[src/rtl/mcap_timer_pkg.sv]
package mcap_timer_pkg;

   localparam int unsigned REG_IDX_W = 6;
   localparam int unsigned MAX_MATCH = 4;
   localparam int unsigned MAX_CAP   = 2;

   localparam logic [REG_IDX_W-1:0] IDX_FLAGS   = 6'd0;
   localparam logic [REG_IDX_W-1:0] IDX_CTRL    = 6'd1;
   localparam logic [REG_IDX_W-1:0] IDX_COUNT   = 6'd2;
   localparam logic [REG_IDX_W-1:0] IDX_PSLIM   = 6'd3;
   localparam logic [REG_IDX_W-1:0] IDX_PSCNT   = 6'd4;
   localparam logic [REG_IDX_W-1:0] IDX_MACT    = 6'd5;
   localparam logic [REG_IDX_W-1:0] IDX_MVAL0   = 6'd6;
   localparam logic [REG_IDX_W-1:0] IDX_CAPCFG  = 6'd10;
   localparam logic [REG_IDX_W-1:0] IDX_CAPVAL0 = 6'd11;
   localparam logic [REG_IDX_W-1:0] IDX_EXTCFG  = 6'd15;
   localparam logic [REG_IDX_W-1:0] IDX_CNTSRC  = 6'd28;

   typedef enum logic [1:0] {
      EXT_KEEP = 2'd0,
      EXT_LOW  = 2'd1,
      EXT_HIGH = 2'd2,
      EXT_FLIP = 2'd3
   } ext_code_e;

   typedef enum logic [1:0] {
      SRC_CLOCK = 2'd0,
      SRC_RISE  = 2'd1,
      SRC_FALL  = 2'd2,
      SRC_BOTH  = 2'd3
   } cnt_src_e;

   typedef struct packed {
      logic halt;
      logic zero;
      logic flag;
   } match_act_t;

   function automatic logic ext_apply(ext_code_e code, logic cur);
      case (code)
         EXT_LOW:  return 1'b0;
         EXT_HIGH: return 1'b1;
         EXT_FLIP: return ~cur;
         default:  return cur;
      endcase
   endfunction

endpackage

[src/rtl/mcap_edge_sync.sv]
module mcap_edge_sync #(
   parameter int unsigned STAGES = 2
) (
   input  logic clk,
   input  logic rst_n,
   input  logic din,
   output logic rise,
   output logic fall
);

   if (STAGES < 2) begin : g_bad_stages
      $error("mcap_edge_sync: STAGES must be at least 2");
   end

   logic [STAGES-1:0] chain_q;
   logic              prev_q;

   always_ff @(posedge clk or negedge rst_n) begin
      if (!rst_n) begin
         chain_q <= '0;
         prev_q  <= 1'b0;
      end else begin
         chain_q <= {chain_q[STAGES-2:0], din};
         prev_q  <= chain_q[STAGES-1];
      end
   end

   assign rise = chain_q[STAGES-1] & ~prev_q;
   assign fall = ~chain_q[STAGES-1] & prev_q;

endmodule

[src/rtl/mcap_capture_chan.sv]
module mcap_capture_chan #(
   parameter int unsigned CNT_W = 32
) (
   input  logic             clk,
   input  logic             rst_n,
   input  logic             rise,
   input  logic             fall,
   input  logic             en_rise,
   input  logic             en_fall,
   input  logic [CNT_W-1:0] count_in,
   output logic [CNT_W-1:0] cap_q,
   output logic             hit
);

   assign hit = (en_rise & rise) | (en_fall & fall);

   always_ff @(posedge clk or negedge rst_n) begin
      if (!rst_n)   cap_q <= '0;
      else if (hit) cap_q <= count_in;
   end

   // a selected edge stores the counter value seen in that cycle
   assert_cap_load_R8: assert property (@(posedge clk) disable iff (!rst_n)
      hit |=> (cap_q == $past(count_in)));

   // with no selected edge the stored value holds
   assert_cap_hold_R8: assert property (@(posedge clk) disable iff (!rst_n)
      !hit |=> $stable(cap_q));

endmodule

[src/rtl/mcap_step_gen.sv]
module mcap_step_gen
   import mcap_timer_pkg::*;
#(
   parameter int unsigned CNT_W = 32
) (
   input  logic             clk,
   input  logic             rst_n,
   input  logic             run,
   input  logic             hold,
   input  cnt_src_e         src,
   input  logic             ed_rise,
   input  logic             ed_fall,
   input  logic [CNT_W-1:0] limit,
   input  logic             wr_en,
   input  logic [CNT_W-1:0] wr_data,
   output logic [CNT_W-1:0] ps_q,
   output logic             tick
);

   logic step;
   logic wrap;

   always_comb begin
      unique case (src)
         SRC_CLOCK: step = 1'b1;
         SRC_RISE:  step = ed_rise;
         SRC_FALL:  step = ed_fall;
         default:   step = ed_rise | ed_fall;
      endcase
   end

   assign wrap = (ps_q == limit);
   assign tick = run & step & wrap;

   always_ff @(posedge clk or negedge rst_n) begin
      if (!rst_n)          ps_q <= '0;
      else if (hold)       ps_q <= '0;
      else if (wr_en)      ps_q <= wr_data;
      else if (run & step) ps_q <= wrap ? '0 : ps_q + 1'b1;
   end

   // a step taken at the limit wraps the prescale counter to zero
   assert_ps_wrap_R2: assert property (@(posedge clk) disable iff (!rst_n)
      (run && step && wrap && !wr_en && !hold) |=> (ps_q == '0));

   // hold zeroes the prescale counter
   assert_ps_hold_R3: assert property (@(posedge clk) disable iff (!rst_n)
      hold |=> (ps_q == '0));

endmodule

[src/rtl/mcap_match_chan.sv]
module mcap_match_chan
   import mcap_timer_pkg::*;
#(
   parameter int unsigned CNT_W = 32
) (
   input  logic             clk,
   input  logic             rst_n,
   input  logic             tick,
   input  logic [CNT_W-1:0] count,
   input  logic [CNT_W-1:0] mval,
   input  match_act_t       act,
   input  ext_code_e        code,
   input  logic             sw_wr,
   input  logic             sw_level,
   output logic             hit,
   output logic             flag_evt,
   output logic             zero_req,
   output logic             halt_req,
   output logic             level_q
);

   logic base;

   assign hit      = tick & (count == mval);
   assign flag_evt = hit & act.flag;
   assign zero_req = hit & act.zero;
   assign halt_req = hit & act.halt;

   assign base = sw_wr ? sw_level : level_q;

   always_ff @(posedge clk or negedge rst_n) begin
      if (!rst_n)   level_q <= 1'b0;
      else if (hit) level_q <= ext_apply(code, base);
      else          level_q <= base;
   end

   // a firing channel with the drive-high code leaves its pin high
   assert_ext_high_R7: assert property (@(posedge clk) disable iff (!rst_n)
      (hit && code == EXT_HIGH) |=> level_q);

   // a firing channel with the drive-low code leaves its pin low
   assert_ext_low_R7: assert property (@(posedge clk) disable iff (!rst_n)
      (hit && code == EXT_LOW) |=> !level_q);

endmodule

[src/rtl/mcap_timer.sv]
module mcap_timer
   import mcap_timer_pkg::*;
#(
   parameter int unsigned CNT_W       = 32,
   parameter int unsigned N_MATCH     = 4,
   parameter int unsigned N_CAP       = 2,
   parameter int unsigned SYNC_STAGES = 2
) (
   input  logic                 clk,
   input  logic                 rst_n,
   input  logic [REG_IDX_W-1:0] reg_addr,
   input  logic                 reg_we,
   input  logic [31:0]          reg_wdata,
   output logic [31:0]          reg_rdata,
   input  logic [N_CAP-1:0]     cap_in,
   output logic [N_MATCH-1:0]   match_out,
   output logic                 irq
);

   localparam int unsigned FLAG_W   = MAX_MATCH + MAX_CAP;
   localparam int unsigned MACT_W   = 3 * MAX_MATCH;
   localparam int unsigned CAPCFG_W = 3 * MAX_CAP;
   localparam int unsigned EXT_W    = 2 * MAX_MATCH;

   if (CNT_W < 2 || CNT_W > 32) begin : g_bad_cnt_w
      $error("mcap_timer: CNT_W must lie in 2..32");
   end
   if (N_MATCH < 1 || N_MATCH > MAX_MATCH) begin : g_bad_n_match
      $error("mcap_timer: N_MATCH must lie in 1..4");
   end
   if (N_CAP < 1 || N_CAP > MAX_CAP) begin : g_bad_n_cap
      $error("mcap_timer: N_CAP must lie in 1..2");
   end

   // register state
   logic [1:0]          ctrl_q;
   logic [CNT_W-1:0]    count_q;
   logic [CNT_W-1:0]    pslim_q;
   logic [CNT_W-1:0]    ps_q;
   logic [MACT_W-1:0]   mact_q;
   logic [CNT_W-1:0]    mval_q [MAX_MATCH];
   logic [CAPCFG_W-1:0] capcfg_q;
   logic [EXT_W-1:0]    extcode_q;
   logic [2:0]          cntsrc_q;
   logic [FLAG_W-1:0]   flags_q;

   // channel results
   logic [MAX_MATCH-1:0] m_hit, m_flag, m_zero, m_halt, ext_lvl;
   logic [MAX_CAP-1:0]   c_rise, c_fall, c_hit;
   logic [CNT_W-1:0]     cap_val [MAX_CAP];
   logic [FLAG_W-1:0]    flag_set;

   // write decode
   logic wr_flags, wr_ctrl, wr_count, wr_pslim, wr_pscnt;
   logic wr_mact, wr_capcfg, wr_ext, wr_cntsrc;

   assign wr_flags  = reg_we && (reg_addr == IDX_FLAGS);
   assign wr_ctrl   = reg_we && (reg_addr == IDX_CTRL);
   assign wr_count  = reg_we && (reg_addr == IDX_COUNT);
   assign wr_pslim  = reg_we && (reg_addr == IDX_PSLIM);
   assign wr_pscnt  = reg_we && (reg_addr == IDX_PSCNT);
   assign wr_mact   = reg_we && (reg_addr == IDX_MACT);
   assign wr_capcfg = reg_we && (reg_addr == IDX_CAPCFG);
   assign wr_ext    = reg_we && (reg_addr == IDX_EXTCFG);
   assign wr_cntsrc = reg_we && (reg_addr == IDX_CNTSRC);

   logic run, hold, tick, any_zero, any_halt;
   logic src_rise, src_fall;

   assign hold     = ctrl_q[1];
   assign run      = ctrl_q[0] & ~ctrl_q[1];
   assign any_zero = |m_zero;
   assign any_halt = |m_halt;
   assign src_rise = cntsrc_q[2] ? c_rise[MAX_CAP-1] : c_rise[0];
   assign src_fall = cntsrc_q[2] ? c_fall[MAX_CAP-1] : c_fall[0];

   mcap_step_gen #(.CNT_W(CNT_W)) u_step (
      .clk     (clk),
      .rst_n   (rst_n),
      .run     (run),
      .hold    (hold),
      .src     (cnt_src_e'(cntsrc_q[1:0])),
      .ed_rise (src_rise),
      .ed_fall (src_fall),
      .limit   (pslim_q),
      .wr_en   (wr_pscnt),
      .wr_data (reg_wdata[CNT_W-1:0]),
      .ps_q    (ps_q),
      .tick    (tick)
   );

   // compare channels
   for (genvar n = 0; n < MAX_MATCH; n++) begin : g_match
      always_ff @(posedge clk or negedge rst_n) begin
         if (!rst_n)
            mval_q[n] <= '0;
         else if (reg_we && reg_addr == REG_IDX_W'(IDX_MVAL0 + n))
            mval_q[n] <= reg_wdata[CNT_W-1:0];
      end

      if (n < N_MATCH) begin : g_live
         mcap_match_chan #(.CNT_W(CNT_W)) u_chan (
            .clk      (clk),
            .rst_n    (rst_n),
            .tick     (tick),
            .count    (count_q),
            .mval     (mval_q[n]),
            .act      (match_act_t'(mact_q[3*n +: 3])),
            .code     (ext_code_e'(extcode_q[2*n +: 2])),
            .sw_wr    (wr_ext),
            .sw_level (reg_wdata[n]),
            .hit      (m_hit[n]),
            .flag_evt (m_flag[n]),
            .zero_req (m_zero[n]),
            .halt_req (m_halt[n]),
            .level_q  (ext_lvl[n])
         );
      end else begin : g_idle
         assign m_hit[n]   = 1'b0;
         assign m_flag[n]  = 1'b0;
         assign m_zero[n]  = 1'b0;
         assign m_halt[n]  = 1'b0;
         assign ext_lvl[n] = 1'b0;
      end
   end

   // capture channels
   for (genvar c = 0; c < MAX_CAP; c++) begin : g_cap
      if (c < N_CAP) begin : g_live
         mcap_edge_sync #(.STAGES(SYNC_STAGES)) u_sync (
            .clk   (clk),
            .rst_n (rst_n),
            .din   (cap_in[c]),
            .rise  (c_rise[c]),
            .fall  (c_fall[c])
         );
         mcap_capture_chan #(.CNT_W(CNT_W)) u_chan (
            .clk      (clk),
            .rst_n    (rst_n),
            .rise     (c_rise[c]),
            .fall     (c_fall[c]),
            .en_rise  (capcfg_q[3*c]),
            .en_fall  (capcfg_q[3*c+1]),
            .count_in (count_q),
            .cap_q    (cap_val[c]),
            .hit      (c_hit[c])
         );
      end else begin : g_idle
         assign c_rise[c]  = 1'b0;
         assign c_fall[c]  = 1'b0;
         assign c_hit[c]   = 1'b0;
         assign cap_val[c] = '0;
      end
   end

   // flag sources: compare channels low, capture channels from bit 4
   always_comb begin
      flag_set = '0;
      for (int n = 0; n < MAX_MATCH; n++) flag_set[n] = m_flag[n];
      for (int c = 0; c < MAX_CAP; c++)
         flag_set[MAX_MATCH+c] = c_hit[c] & capcfg_q[3*c+2];
   end

   // main counter
   always_ff @(posedge clk or negedge rst_n) begin
      if (!rst_n)        count_q <= '0;
      else if (hold)     count_q <= '0;
      else if (wr_count) count_q <= reg_wdata[CNT_W-1:0];
      else if (tick) begin
         if (any_zero)      count_q <= '0;
         else if (any_halt) count_q <= count_q;
         else               count_q <= count_q + 1'b1;
      end
   end

   // control and configuration registers
   always_ff @(posedge clk or negedge rst_n) begin
      if (!rst_n) begin
         ctrl_q    <= '0;
         pslim_q   <= '0;
         mact_q    <= '0;
         capcfg_q  <= '0;
         extcode_q <= '0;
         cntsrc_q  <= '0;
         flags_q   <= '0;
      end else begin
         if (wr_ctrl)   ctrl_q    <= reg_wdata[1:0];
         if (any_halt)  ctrl_q[0] <= 1'b0;
         if (wr_pslim)  pslim_q   <= reg_wdata[CNT_W-1:0];
         if (wr_mact)   mact_q    <= reg_wdata[MACT_W-1:0];
         if (wr_capcfg) capcfg_q  <= reg_wdata[CAPCFG_W-1:0];
         if (wr_ext)    extcode_q <= reg_wdata[4 +: EXT_W];
         if (wr_cntsrc) cntsrc_q  <= reg_wdata[2:0];
         flags_q <= (flags_q & ~(wr_flags ? reg_wdata[FLAG_W-1:0] : '0)) | flag_set;
      end
   end

   // read mux
   always_comb begin
      reg_rdata = '0;
      unique case (reg_addr)
         IDX_FLAGS:   reg_rdata = {{(32-FLAG_W){1'b0}}, flags_q};
         IDX_CTRL:    reg_rdata = {30'b0, ctrl_q};
         IDX_COUNT:   reg_rdata = 32'(count_q);
         IDX_PSLIM:   reg_rdata = 32'(pslim_q);
         IDX_PSCNT:   reg_rdata = 32'(ps_q);
         IDX_MACT:    reg_rdata = {{(32-MACT_W){1'b0}}, mact_q};
         IDX_CAPCFG:  reg_rdata = {{(32-CAPCFG_W){1'b0}}, capcfg_q};
         IDX_EXTCFG:  reg_rdata = {{(28-EXT_W){1'b0}}, extcode_q, ext_lvl};
         IDX_CNTSRC:  reg_rdata = {29'b0, cntsrc_q};
         default: begin
            for (int n = 0; n < MAX_MATCH; n++)
               if (reg_addr == REG_IDX_W'(IDX_MVAL0 + n)) reg_rdata = 32'(mval_q[n]);
            for (int c = 0; c < MAX_CAP; c++)
               if (reg_addr == REG_IDX_W'(IDX_CAPVAL0 + c)) reg_rdata = 32'(cap_val[c]);
         end
      endcase
   end

   assign match_out = ext_lvl[N_MATCH-1:0];
   assign irq       = |flags_q;

   // hold forces the main counter to zero
   assert_hold_zero_R3: assert property (@(posedge clk) disable iff (!rst_n)
      hold |=> (count_q == '0));

   // a zeroing compare on a step loads zero
   assert_match_zero_R5: assert property (@(posedge clk) disable iff (!rst_n)
      (tick && any_zero && !hold && !wr_count) |=> (count_q == '0));

   // a halting compare clears the run bit
   assert_halt_run_R6: assert property (@(posedge clk) disable iff (!rst_n)
      any_halt |=> !ctrl_q[0]);

   // a clear of flag 0 with no event in that cycle drops it
   assert_flag_clear_R9: assert property (@(posedge clk) disable iff (!rst_n)
      (wr_flags && reg_wdata[0] && !flag_set[0]) |=> !flags_q[0]);

   // a capture-0 event sets its flag even if cleared in the same cycle
   assert_event_wins_R10: assert property (@(posedge clk) disable iff (!rst_n)
      flag_set[MAX_MATCH] |=> flags_q[MAX_MATCH]);

endmodule

[config.mk]
export PLATFORM = sky130hd
export DESIGN_NAME = mcap_timer
export DESIGN_NICKNAME = d
export VERILOG_FILES = /design/src/rtl/mcap_timer_pkg.sv /design/src/rtl/mcap_edge_sync.sv /design/src/rtl/mcap_capture_chan.sv /design/src/rtl/mcap_step_gen.sv /design/src/rtl/mcap_match_chan.sv /design/src/rtl/mcap_timer.sv
export SDC_FILE = /design/constraint.sdc
export NUM_CORES = 1
export LEC_CHECK = 0
export BUFFER_PORTS_ARGS = -buffer_cell sky130_fd_sc_hd__clkbuf_2
export CAP_MARGIN = 20
export CORE_AREA = 2 2 190 192
export DETAILED_ROUTE_END_ITERATION = 12
export DIE_AREA = 0 0 192 194
export PLACE_DENSITY_LB_ADDON = 0.3
export SLEW_MARGIN = 20
export SYNTH_ARGS = -nofsm -noshare
export SYNTH_HDL_FRONTEND = slang
export SYNTH_HIERARCHICAL = 1
export SYNTH_SLANG_ARGS = --single-unit
[constraint.sdc]
create_clock -name clk -period 4.2 [get_ports clk]
set_input_delay 0.84 -clock clk [delete_from_list [all_inputs] [get_ports clk]]
set_output_delay 0.84 -clock clk [all_outputs]
set_load 0.005 [all_outputs]
After elaboration in Yosys (flattened, before gate mapping)
Cells that the tools add are included.
{"block": "totals", "regBits": 335, "latch_bits": 0, "mem_bits_rw": 0, "romBits": 0, "output_inout_bits": 37, "n_memories": 0}
{"block": "classes", "addsub": 2, "n_mul": 0, "div": 0, "n_lt_le_gt_ge": 0, "eq_ne": 34, "n_shift": 0, "n_mux": 34, "n_bitwise": 44, "reduce_logical": 22}
{"operator": "$mux 32", "n": 15}
{"operator": "$pmux 32 s9", "n": 1}
{"operator": "$eq 32x32->1", "n": 5}
{"operator": "$add 32x1->32 const B", "n": 2}
{"operator": "$eq 6x4->1 const B", "n": 6}
{"operator": "$and 1x1->1", "n": 29}
{"operator": "$eq 6x3->1 const B", "n": 4}
{"operator": "$eq 2x2->1 const B", "n": 9}
{"operator": "$pmux 1 s3", "n": 5}
{"operator": "$logic_and 1x1->1", "n": 13}
{"operator": "$eq 6x2->1 const B", "n": 2}
{"operator": "$mux 1", "n": 12}
{"operator": "$eq 2x1->1 const B", "n": 5}
{"operator": "$not 1->1", "n": 9}
{"operator": "$reduce_or 4->1", "n": 2}
{"operator": "$and 6x6->6", "n": 1}
{"operator": "$eq 6x1->1 const B", "n": 1}
{"operator": "$eq 6x5->1 const B", "n": 1}
{"operator": "$logic_not 6->1", "n": 1}
{"operator": "$mux 6", "n": 1}
{"operator": "$not 6->6", "n": 1}
{"operator": "$or 6x6->6", "n": 1}
{"operator": "$reduce_bool 3->1", "n": 2}
{"operator": "$reduce_or 6->1", "n": 1}
{"operator": "5 further kinds", "n": 7}

Logic depth before layout (Yosys ltp)
{"block": "depth", "depth_word": 15, "ltp_mapped": 17, "mapped_depth_nobuf": 13}

Hierarchy
Netlist, hierarchy kept.
{"mod": "mcap_timer", "n_inst": 1, "cells_per_inst": 1073, "area_each_um2": 11751.3}
{"mod": "mcap_step_gen", "n_inst": 1, "cells_per_inst": 351, "area_each_um2": 2742.6}
{"mod": "mcap_capture_chan", "n_inst": 2, "cells_per_inst": 69, "area_each_um2": 1340.0}
{"mod": "mcap_match_chan", "n_inst": 4, "cells_per_inst": 57, "area_each_um2": 446.7}
{"mod": "mcap_edge_sync", "n_inst": 2, "cells_per_inst": 5, "area_each_um2": 90.1}

Worst setup path before layout
OpenSTA, ideal clock, no wires.
{"block": "synth_path", "kind": "register -> register", "start": "reg g_cap[1].g_live.u_sync.prev_q", "end": "reg count_q[21]", "setup_ps": 104, "arrival_ps": 3969, "path_slack_ps": 127, "stages_incl_launch_ff": 16, "period_less_slack_ps": 4073, "path_cell_list": "dfrtp_1 > and2b_2 > mux2_2 > a22o_1 > o21ai_1 > clkbuf_1 > buf_1 > nor2_1 > and3_1 > nand3_1 > nor2_1 > nor4_1 > a21boi_2 > o21ai_0 > or4_1 > o311ai_1"}
{"element": "from (decl)", "line": "mcap_edge_sync.sv:16", "rtl": "logic prev_q;"}
{"element": "from (signal assigned)", "line": "mcap_edge_sync.sv:24", "rtl": "prev_q <= chain_q[STAGES-1];"}
{"element": "$and 1x1->1 (*)", "line": "mcap_edge_sync.sv:29", "rtl": "assign fall = ~chain_q[STAGES-1] & prev_q;"}
{"element": "net c_fall[1]", "line": "mcap_timer.sv:49", "rtl": "logic [MAX_CAP-1:0] c_rise, c_fall, c_hit;"}
{"element": "$mux 1 (*)", "line": "mcap_timer.sv:75", "rtl": "assign src_fall = cntsrc_q[2] ? c_fall[MAX_CAP-1] : c_fall[0];"}
{"element": "net src_fall", "line": "mcap_timer.sv:68", "rtl": "logic src_rise, src_fall;"}
{"element": "$or 1x1->1", "line": "mcap_step_gen.sv:28", "rtl": "default: step = ed_rise | ed_fall;"}
{"element": "$pmux 1 s3 (*)", "line": "mcap_step_gen.sv:24", "rtl": "unique case (src)"}
{"element": "$and 1x1->1 (*) (2 in series)", "line": "mcap_step_gen.sv:33", "rtl": "assign tick = run & step & wrap;"}
{"element": "net tick", "line": "mcap_timer.sv:67", "rtl": "logic run, hold, tick, any_zero, any_halt;"}
{"element": "$and 1x1->1 (*)", "line": "mcap_match_chan.sv:24", "rtl": "assign hit = tick & (count == mval);"}
{"element": "$and 1x1->1 (*)", "line": "mcap_match_chan.sv:26", "rtl": "assign zero_req = hit & act.zero;"}
{"element": "net m_zero[1]", "line": "mcap_timer.sv:48", "rtl": "logic [MAX_MATCH-1:0] m_hit, m_flag, m_zero, m_halt, ext_lvl;"}
{"element": "$reduce_or 4->1 (*)", "line": "mcap_timer.sv:72", "rtl": "assign any_zero = |m_zero;"}
{"element": "$mux 32", "line": "mcap_timer.sv:170", "rtl": "if (any_zero) count_q <= '0;"}
{"element": "$mux 32", "line": "mcap_timer.sv:169", "rtl": "else if (tick) begin"}
{"element": "$mux 32", "line": "mcap_timer.sv:168", "rtl": "else if (wr_count) count_q <= reg_wdata[CNT_W-1:0];"}
{"element": "$mux 32", "line": "mcap_timer.sv:167", "rtl": "else if (hold) count_q <= '0;"}
{"element": "to (signal assigned)", "line": "mcap_timer.sv:168"}
{"element": "to (signal assigned)", "line": "mcap_timer.sv:171", "rtl": "else if (any_halt) count_q <= count_q;"}
{"element": "to (signal assigned)", "line": "mcap_timer.sv:172", "rtl": "else count_q <= count_q + 1'b1;"}
{"element": "to (decl)", "line": "mcap_timer.sv:37", "rtl": "logic [CNT_W-1:0] count_q;"}
Mark *: on every way through the listed nets, which the timed path passes. The rest lies on a longest branch. The select of a mux whose other input is x is not followed.
A chain may end at the register's enable or synchronous reset.

Final worst setup path
{"block": "layout_path", "start": "in reg_addr[4]", "end": "out reg_rdata[31]"}
{"block": "layout_between", "elab_chain_len": 8}
{"element": "from (decl)", "line": "mcap_timer.sv:11", "rtl": "input logic [REG_IDX_W-1:0] reg_addr,"}
{"element": "$eq 6x3->1", "line": "mcap_timer.sv:213", "rtl": "if (reg_addr == REG_IDX_W'(IDX_MVAL0 + n)) reg_rdata = 32'(mval_q[n]);"}
{"element": "$mux 32 (4 in series)", "line": "mcap_timer.sv:213"}
{"element": "$mux 32 (2 in series)", "line": "mcap_timer.sv:215", "rtl": "if (reg_addr == REG_IDX_W'(IDX_CAPVAL0 + c)) reg_rdata = 32'(cap_val[c]);"}
{"element": "$pmux 32 s9 (*)", "line": "mcap_timer.sv:201", "rtl": "unique case (reg_addr)"}
{"element": "to (decl)", "line": "mcap_timer.sv:14", "rtl": "output logic [31:0] reg_rdata,"}
Mark *: on every way between the ends. The rest lies on a longest branch, timed or not.

==> qor.yml <==
dpl.hpwl_um: 46500
tritoncts: "done"
relSlewSlack_pct: 36.0
seq_power_share_pct: 44.1
critPathMaxFanout: 29
die_area_um2: 37200
power.total_mw: 9.32
start_util_pct: 54.3
synth_nets: 1841
global_route.usage.total_pct: 35.9
cts_buffers: 38
crit_type: "in2out"
static-leakage-power_nw: 9.38
pwr_density_cell_nw_per_um2: 431
clock_insertion_delay_worst_skew_ns: 0.55
floorplan.rows: 69
finalNetCount: 1929
mappedNetlistArea_um2: 19100
netSwitchingPower_mw: 2.79
placed_insts: 2305
critPathArrivalTime_ns: 3.15
grt_setup_unrepaired: "no"
route.detailed.vias_per_inst: 6.87
dpl-instance-area_um2: 20300
grt_start_max_net_pins: 95
drt_first_pass_iters: 8
cts.clk_slew.worst_paths_ns: 0.06
first_pass_grt_wire_length_um: 101000
tritoncts_num_sinks: 335
timing.final.setup_violations: 0
drc: 0
finalCritPeriodShare_pct: 95.0
timing.max_cap.violations: 0
worst-slew-pin-transition_ns: 0.961
initial_antenna_violation_count: 4
gpl.final_weighted_congestion: 0.980
max-vdd-ir-drop_mv: 0.306
synth_warnings: 6
cts.path.max_buffers: 3
start_kind: "primary input"
vias: 16300
layout.cells.non_filler: 2373
drt-wirelength-per-cell_um: 28.1
power.share.combinational_pct: 18.5
final_max_slew_viol_count: 0
detailedRoute.firstIterationViolations: 2314
gate_count_after_technology_mapping: 1796
filler_cell_count: 2835
die_h_um: 194
root_buffer: "clkbuf_16"
sw_frac_of_total_pct: 29.9
drtAntennaViolNets: 0
outcome: "finished, final reports clean"
clock_power_share_pct: 37.4
core_area_um2: 35200
power.internal_mw: 6.54
timing.fmax_mhz: 251
worstPathRequired_ns: 3.36
place.port_buffers: 79
final_cell_area_um2: 21600
area_delta_synth_final_pct: 13.1
synth_area_per_cell_um2: 10.6
finClkSkew_ns: 0.0224
totalWireLength_um: 66700
share_of_final_layout_standard_cells_stronger_than_drive_strength_1_pct: 27.7
die_x_um: 192
timing.critical_path.to_type: "output pin"
cts_htree_levels: 2
final.min_clock_period_ns: 3.99
ioPinCount: 80
min_delay_worst_type: "in2async"
globalRoute.totalOverflow: 0
hold_viol: 0
grt_pass1_vias: 16100
-- power groups by stage --
stage	sequential [mW]	combinational [mW]	clock (mW)
floorplan	4.02	1.10	0
global placement	4.12	1.65	0
detailed placement	4.15	1.68	0
CTS	4.10	1.69	3.51
global route	4.16	1.83	3.65
finish	4.12	1.73	3.48
-- path summary, 6_finish.rpt --
path / startpoint / end / slack [ns] / depth (start not counted)
max: reg_addr[4] / reg_rdata[31] / 0.21 / 7
min: rst_n / pslim_q[0]$_DFFE_PN0P_ / 0.29 / 1
max reg2reg: g_cap[1].g_live.u_sync/prev_q$_DFF_PN0_ / count_q[21]$_DFFE_PN0P_ / 0.24 / 13
min reg2reg: g_cap[1].g_live.u_sync/chain_q[0]$_DFF_PN0_ / g_cap[1].g_live.u_sync/chain_q[1]$_DFF_PN0_ / 0.36 / 0
max in group asynchronous: rst_n / g_cap[0].g_live.u_chan/cap_q[28]$_DFFE_PN0P_ / 2.97 / 2
min in group clk: g_cap[1].g_live.u_sync/chain_q[0]$_DFF_PN0_ / g_cap[1].g_live.u_sync/chain_q[1]$_DFF_PN0_ / 0.36 / 0
-- placed cells by master (no fill, tap or decap), drive strengths merged, types with 4 or more instances in the layout --
cell type  count
buf           83
mux2         258
nand3         63
nor2b         10
or2            5
xnor2        150
and2           8
o211ai        12
a22oi         15
dfrtp        335
and3          16
or3            7
o22ai         21
xor2          16
inv           33
a221oi        15
a222oi        46
or4            7
a21oi         85
nor4          26
nand2        129
o21a           9
a22o          25
a21o           8
nand4         64
mux2i         10
a211oi         6
nor2          76
clkbuf       133
a311oi         5
o21ai         94
a31oi         25
clkinv         6
a21boi         4
o311ai         5
nand2b         8
nor3          29
and4          11
-- flip-flops by register name (all words and copies together) (netlist names) --
signal                         count
count_q                           32
ctrl_q                             2
g_cap.g_live.u_sync/chain_q        4
g_cap.g_live.u_chan/cap_q         64
mact_q                            12
pslim_q                           32
u_step/ps_q                       32
extcode_q                          8
g_match.g_live.u_chan/level_q      4
g_cap.g_live.u_sync/prev_q         2
mval_q                           128
flags_q                            6
cntsrc_q                           3
capcfg_q                           6
-- routing by layer --
layer	vias to the layer above	part of all wire, %	track usage (%)
li1	6901	-	-
met1	8110	40	49.3
met2	1089	44	53.7
met3	201	12	9.27
met4	0	4.5	15.5
met5	-	0	0
-- per-stage QoR --
stage	utilization, %	setup slack (ns)	hold WS [ns]	setup TNS (ns)
floorplan	-	0.149	0.331	0
finish	61.4	0.210	0.293	0
global route	61.4	0.00711	0.361	0
CTS	61.3	0.00324	0.358	0
global placement	57.6	0.0516	0.339	0
detailed placement	57.6	-0.0106	0.343	-0.0106
-- critical path: stages --
cell	delay [ns]
clkbuf_2	0.14
or4_1	0.76
nor2_2	0.15
buf_4	0.40
a222oi_1	0.34
mux2i_1	0.32
clkbuf_2	0.17
-- layout make-up --
class	count	area (µm²)	share of cell area [%]
diodes	1	2.50	0.0116
clock inverters	12	146	0.677
inverters	33	124	0.573
clock buffers	55	1150	5.31
multi-input cells	1315	10100	46.9
repair buffers	161	1100	5.07
flip-flops and latches	335	8380	38.8
well taps	461	577	2.67
-- repair_timing --
action / CTS / global route
buffers inserted: 0 / 0
gates resized for setup: 1 / 5
hold buffers: 0 / 0
endpoints found under the setup margin: 5 / 30
gates cloned: 0 / 0
No activity file was read; power rests on OpenSTA's default activity.
